## src/rtl/polar_sc_pipe.sv

```systemverilog
module polar_sc_pipe #(
  parameter int W = 6
) (
  input  logic            clk,
  input  logic            rst_n,
  input  logic            in_valid,
  input  logic [16*W-1:0] in_llr,
  output logic            out_valid,
  output logic [15:0]     out_bits
);
  localparam int N  = 16;
  localparam int H  = N / 2;
  localparam int Q  = N / 4;
  localparam int HI = 2 ** (W - 1) - 1;

  typedef logic signed [W-1:0] llr_t;
  typedef logic signed [W+1:0] wide_t;

  function automatic llr_t clip(input wide_t x);
    if (x > wide_t'(HI)) return llr_t'(HI);
    if (x < -wide_t'(HI) - 1) return llr_t'(-HI - 1);
    return x[W-1:0];
  endfunction

  function automatic logic [W-1:0] mag(input llr_t a);
    logic [W-1:0] n;
    n = ~a + 1'b1;
    return a[W-1] ? n : a;
  endfunction

  function automatic llr_t fmin(input llr_t a, input llr_t b);
    logic [W-1:0] ma, mb, m, nm;
    ma = mag(a);
    mb = mag(b);
    m  = (ma < mb) ? ma : mb;
    nm = ~m + 1'b1;
    if (a[W-1] ^ b[W-1]) return nm;
    if (m > W'(HI)) return llr_t'(HI);
    return m;
  endfunction

  function automatic llr_t gsum(input llr_t a, input llr_t b, input logic u);
    wide_t ea, eb;
    ea = a;
    eb = b;
    return clip(u ? eb - ea : eb + ea);
  endfunction

  logic [5:0] vld;
  llr_t ch1 [N], ch2 [N], ch3 [N];
  llr_t a1 [H];
  llr_t a2 [Q];
  llr_t a4 [H], a5 [H], a6 [H];
  llr_t b5 [Q];
  logic r3, r4, r5, r6;
  logic [Q-1:0] spc6;

  logic rep_neg;
  always_comb begin
    wide_t acc;
    acc = '0;
    for (int i = 0; i < Q; i++) acc = acc + wide_t'(a2[i]);
    rep_neg = acc[W+1];
  end

  logic [Q-1:0] spc_fix;
  always_comb begin
    logic [Q-1:0] hd;
    logic [W-1:0] bm;
    logic [1:0]   best;
    for (int i = 0; i < Q; i++) hd[i] = b5[i][W-1];
    bm   = mag(b5[0]);
    best = 2'd0;
    for (int i = 1; i < Q; i++) begin
      if (mag(b5[i]) < bm) begin
        bm   = mag(b5[i]);
        best = 2'(i);
      end
    end
    spc_fix = hd ^ ((^hd) ? (4'b0001 << best) : 4'b0000);
  end

  logic [Q-1:0] hr;
  always_comb begin
    llr_t e;
    for (int i = 0; i < Q; i++) begin
      e     = gsum(a6[i], a6[i+Q], spc6[i]);
      hr[i] = e[W-1];
    end
  end

  wire [15:0] ubits = {hr[3], hr[2] ^ hr[3], hr[1] ^ hr[3], ^hr,
                       spc6[3], spc6[2] ^ spc6[3], spc6[1] ^ spc6[3], ^spc6,
                       r6, 7'b0};

  always_ff @(posedge clk) begin
    for (int i = 0; i < N; i++) ch1[i] <= in_llr[i*W +: W];
    for (int i = 0; i < H; i++)
      a1[i] <= fmin(llr_t'(in_llr[i*W +: W]), llr_t'(in_llr[(i+H)*W +: W]));
    ch2 <= ch1;
    for (int i = 0; i < Q; i++) a2[i] <= gsum(a1[i], a1[i+Q], 1'b0);
    ch3 <= ch2;
    r3  <= rep_neg;
    for (int i = 0; i < H; i++) a4[i] <= gsum(ch3[i], ch3[i+H], r3);
    r4 <= r3;
    for (int i = 0; i < Q; i++) b5[i] <= fmin(a4[i], a4[i+Q]);
    a5 <= a4;
    r5 <= r4;
    spc6 <= spc_fix;
    a6   <= a5;
    r6   <= r5;
  end

  always_ff @(posedge clk or negedge rst_n) begin
    if (!rst_n) begin
      vld       <= '0;
      out_valid <= 1'b0;
      out_bits  <= '0;
    end else begin
      vld       <= {vld[4:0], in_valid};
      out_valid <= vld[5];
      if (vld[5]) out_bits <= ubits;
    end
  end
endmodule

```

## config.mk

```make
export PLATFORM = sky130hd
export DESIGN_NAME = polar_sc_pipe
export DESIGN_NICKNAME = d
export VERILOG_FILES = /design/src/rtl/polar_sc_pipe.sv
export SDC_FILE = /design/constraint.sdc
export NUM_CORES = 1
export LEC_CHECK = 0
export BUFFER_PORTS_ARGS = -buffer_cell sky130_fd_sc_hd__buf_2
export CAP_MARGIN = 20
export CORE_MARGIN = 4
export CORE_UTILIZATION = 40
export CTS_CLUSTER_DIAMETER = 30
export DETAILED_ROUTE_END_ITERATION = 6
export PLACE_DENSITY_LB_ADDON = 0.05
export SETUP_SLACK_MARGIN = 0.02
export SLEW_MARGIN = 15
export SYNTH_ARGS = -nofsm -noshare
export SYNTH_HDL_FRONTEND = slang
export SYNTH_SLANG_ARGS = --single-unit
```

## constraint.sdc

```tcl
create_clock -name clk -period 7.2 [get_ports clk]
set_clock_uncertainty 0.2 [all_clocks]
set_input_delay 1.44 -clock clk [delete_from_list [all_inputs] [get_ports clk]]
set_output_delay 1.44 -clock clk [all_outputs]
set_load 0.02 [all_outputs]
```

## Word level (Yosys, flattened, before mapping)

Memories as Yosys holds them, arrays and structs flattened.
Index checks and enable logic that the tools add are counted.

| cells by class | value |
|---|---|
| $add $sub $neg | 71 |
| $lt $le $gt $ge | 59 |
| shifts and indexed selects | 1 |
| mux-type cells | 254 |
| bitwise logic cells | 57 |
| reductions and logical operators | 3 |

Operators by type and width:

| operator | count |
|---|---|
| $mux 6 | 154 |
| $add 6x1->6 const B | 40 |
| $not 6->6 | 40 |
| $add 6x6->7 | 17 |
| $gt 8x6->1 const B | 12 |
| $lt 8x6->1 const B | 12 |
| $mux 8 | 12 |
| $lt 6x6->1 | 15 |
| $mux 1 | 85 |
| $sub 6x6->7 | 12 |
| $gt 6x5->1 const B | 12 |
| $gt 7x6->1 const B | 4 |
| $lt 7x6->1 const B | 4 |
| $xor 1x1->1 | 16 |
| $reduce_xor 4->1 | 3 |
| $add 7x6->8 | 1 |
| $add 8x6->8 | 1 |
| $mux 2 | 2 |
| $mux 4 | 1 |
| $shl 1x2->4 const A | 1 |
| $xor 4x4->4 | 1 |

| word-level totals | value |
|---|---|
| bits in registers | 456 |
| memory bits (writable) | 96 |
| bits of input ports | 99 |
| memories kept | 3 |

Memory list:

| memory | words | width | read ports | clocked after Yosys merged registers in | wr ports | RTL line | source |
|---|---|---|---|---|---|---|---|
| a1 | 8 | 6 | 8 | 0 | 8 | 51 | `llr_t a1 [H];` |
| a2 | 4 | 6 | 4 | 0 | 4 | 52 | `llr_t a2 [Q];` |
| b5 | 4 | 6 | 4 | 0 | 4 | 54 | `llr_t b5 [Q];` |

## Depth between registers and ports, before layout

An unclocked memory read counts as a cell.

| depth | value |
|---|---|
| depth in word-level cells | 13 |
| depth in mapped cells | 30 |
| mapped depth without buffers | 29 |

## Worst setup path before layout

Ideal clock, no wire load.

| path | value |
|---|---|
| path kind | register to register |
| start | memory b5[1][0] (netlist name) |
| end | register spc6[0] |
| library setup time | 134 ps |
| data arrival time | 5947 ps |
| setup slack | 919 ps |
| stages on the path, launching flop included | 28 |
| period minus slack after synthesis | 6281 ps |
| cells stage by stage | dfxtp_1 inv_1 ha_1 mux2i_1 inv_1 ha_1 a2111oi_2 a2111oi_4 or2_4 nor2_2 mux2_2 ha_1 a21oi_1 o21ai_0 or3_1 o22ai_2 buf_2 nor2_1 a21oi_1 ha_1 a21o_1 a21o_1 a2111oi_0 o311ai_0 a211o_4 o211ai_4 nor4_1 xor2_1 |

RTL lines:

| item | RTL line | source |
|---|---|---|
| start, declared | 54 |  |
| end signal, assigned | 109 | `spc6 <= spc_fix;` |
| end, declared | 56 | `logic [Q-1:0] spc6;` |

==> impl_results.md <==
* Post-Synthesis Cells at roughly 2500
* Vias per std cell at roughly 4.8
* Layout Nets at ~3000
* Max FO, Critical Path at 10
* Vias in the first global route at ~17000
* Crit path DAT at 7.03 ns
* Post-synth EDFFs at 0
* Ant diodes at 0
* Post-layout min period at ~6.7 ns
* Synth area leaders: dfxtp_1, ha_1, xnor2_1, a21oi_1, xor2_1
* Number of I/O pins at approximately 120
* Total grt overflow at 0
* Warnings, synthesis at 0
* Clk slew on worst S/H paths at about 0.050 ns
* Initial antenna violation count at 1
* RSZ-0062 raised after global routing: false
* Count of pins over their slew limit at 0
* # setup viols final at 0
* Sequential share of the synthesized area at 45.1%
* Clock sink total at between 500 and 600
* Top FF cell, synth: dfxtp_1
* Fmax at 0.148 GHz
* Syn avg cell area at slightly below 10 µm²
* Mapped Area at around 25000 µm²
* Fin Setup TNS at 0 ns
* FF+latch count, synth at 552
* WHS at approximately 0.12 ns
* Routed Antenna Nets at 0
* Total track usage at between 10 and 15%
* Final Cycle Share at approximately 94%
* Routability congestion estimate at around 0.84
* WP data required at between 7 and 8 ns
* Skew-Pair Late Insertion Delay at approximately 0.63 ns
* First-pass GRT wire length at roughly 82000 µm
* Die area at 65800 µm²
* CTS tree: done
* FP Rows at 90
* Chip width at approximately 260 µm
* Crit Path Class: reg2reg
* Core Box Area at between 60000 and 70000 µm²
* Starting Density at between 40% and 50%
* # DRC at 0
* Utilization after layout at between 40 and 50%
* 1st-iter DRT viols at 587
* Status: complete, no violations
* Multi-input gate area at 12700 µm²
* DR pass1 iterations at 5
* Number of buffer cells added on primary ports at roughly 110
* Area delta synth->final at 20.3%
* Wire per inst at about 14 µm
* Die height at 256 µm
* Largest net degree at the start of global routing at 36
* Fill count at about 5500
* # H-tree levels at 3
* Post-detail-place hpwl at between 30000 and 40000 µm
* Routed wire length at roughly 48000 µm
* Worst rel slew slack at between 50% and 60%
* Area share of the leading cell type in the synthesized netlist at between 40% and 50%
* Pre-CTS setup slack at 0.217 ns
* Async SR Flop Fraction at 2.90%
* Register Area at 11100 µm²
* Root Driver: clkbuf_16
* Total CTS buffers at ~100
* CP startpoint kind: register
* Max_cap viols at 0
* Number of distinct library cells after synthesis at 64
* Fin worst setup slack at approximately 0.46 ns
* Least-Margin Pin Slew at 0.697 ns
* Vias at between 15000 and 20000
* Share of layout cells above drive strength 1 at a little over an eighth
* Clock buffer depth at 3
* Worst hold path type: reg2reg
* Final Hold Fails at 0
* CP Capture Type: register
* Cell taking the most area after synthesis: dfxtp_1
sequential cells by signal (all words and copies together) (netlist names):
name / flops
a4: 48
out_valid: 1
a6: 48
a2: 24
out_bits: 9
r3: 1
a5: 48
ch2: 96
ch1: 96
r4: 1
vld: 6
spc6: 4
r5: 1
b5: 24
ch3: 96
r6: 1
a1: 48
cells in the final DEF, fill, tap and decap left out, drive strengths merged, types with 26 or more instances in the layout:
cell type	count
o21ai	94
buf	121
nand2b	60
a21o	63
mux2i	88
nand3	39
nand2	165
nor3	50
mux2	32
xnor2	172
nor2b	47
xor2	108
ha	223
nor2	143
dfxtp	536
a21oi	199
clkbuf	118
o31ai	27
clkinv	26
inv	243
critical path: stages, from the launching register on:
cell and delay (ns):
dfxtp_1 0.39, inv_1 0.11, ha_1 0.30, mux2i_1 0.23, inv_1 0.07, ha_1 0.32, a2111oi_2 0.32, buf_4 0.20
a2111oi_4 0.05, or2_4 0.26, nor2_2 0.21, mux2_2 0.39, ha_1 0.32, a21oi_1 0.13, o21ai_0 0.19, or3_1 0.36
o22ai_2 0.33, nor2_1 0.08, a21oi_1 0.16, ha_1 0.27, a21o_1 0.16, a21o_1 0.20, a2111oi_2 0.43, o311ai_0 0.24
a211o_4 0.36, o211ai_4 0.10, nor4_1 0.09, xor2_1 0.15
cells in the mapped netlist (18+ instances only):
cell,n
dfxtp_1,536
a21oi_1,199
mux2i_1,88
nor3_1,50
ha_1,223
nor4b_1,18
nand3_1,39
fa_1,24
o21ai_0,94
nor2b_1,47
a21o_1,63
xnor2_1,172
o31ai_1,27
clkbuf_1,33
nand2b_1,60
xor2_1,108
mux2_2,32
nand2_1,165
nor2_1,142
inv_1,204
cells by family (layout without fill, tap and decap cells):
group / Yosys count / after routing / synth area share, %
fa+ha+maj: 247 / 247 / 13.2
flops: 552 / 552 / 45.1
mux: 120 / 120 / 5.03
buf+inv: 249 / 519 / 3.90
simple gates: 587 / 587 / 11.7
other cells: 1 / 7 / 0.0152
compound gates: 451 / 451 / 11.1
xor+xnor: 280 / 280 / 9.93
path summary, 6_finish.rpt:
check | cells past startpoint | endpoint | slack [ns] | startpoint
setup / recovery | 27 | spc6[0] | 0.46 | b5[1][0]
hold / removal | 0 | ch3[76] | 0.12 | ch2[76]
setup reg to reg | 27 | spc6[0] | 0.46 | b5[1][0]
hold reg to reg | 0 | ch3[76] | 0.12 | ch2[76]
max in group asynchronous | 1 | vld[4] | 6.02 | rst_n
min in group asynchronous | 1 | out_bits[15] | 0.52 | rst_n
layout make-up:
class / instances / share of cell area [%]
Multi-Input combinational cell: 1692 / 42.6
Sequential cell: 552 / 37.5
Clock buffer: 118 / 9.39
Tap cell: 782 / 3.29
Inverter: 204 / 2.58
Clock inverter: 76 / 2.55
Timing Repair Buffer: 121 / 2.15
metal layers:
metal | up-vias | routed length (µm) | part of all wire, % | global-route usage, %
met4 | 2 | 1160 | 2.4 | 5.59
li1 | 8869 | - | - | -
met2 | 223 | 22600 | 47 | 24.7
met1 | 7707 | 22800 | 47 | 18.6
met3 | 94 | 1600 | 3.3 | 2.77
met5 | - | 15 | 0.031 | 0
what timing repair did:
item	4_1_cts	5_1_grt
hold buffers	0	0
endpoints found under the setup margin	0	4
endpoints found under the hold margin	0	0
resized for setup	0	3
setup buffers	0	0
metrics by stage:
stage	area, µm²	cells
CTS	29700	3545
finish	29700	3545
global placement	26100	3351
floorplan	24700	2493
global route	29700	3545
detailed placement	26100	3351
Power is left out: the tool's default activity adds up to more than one toggle a clock period on the data nets, which glitch-free logic cannot reach.
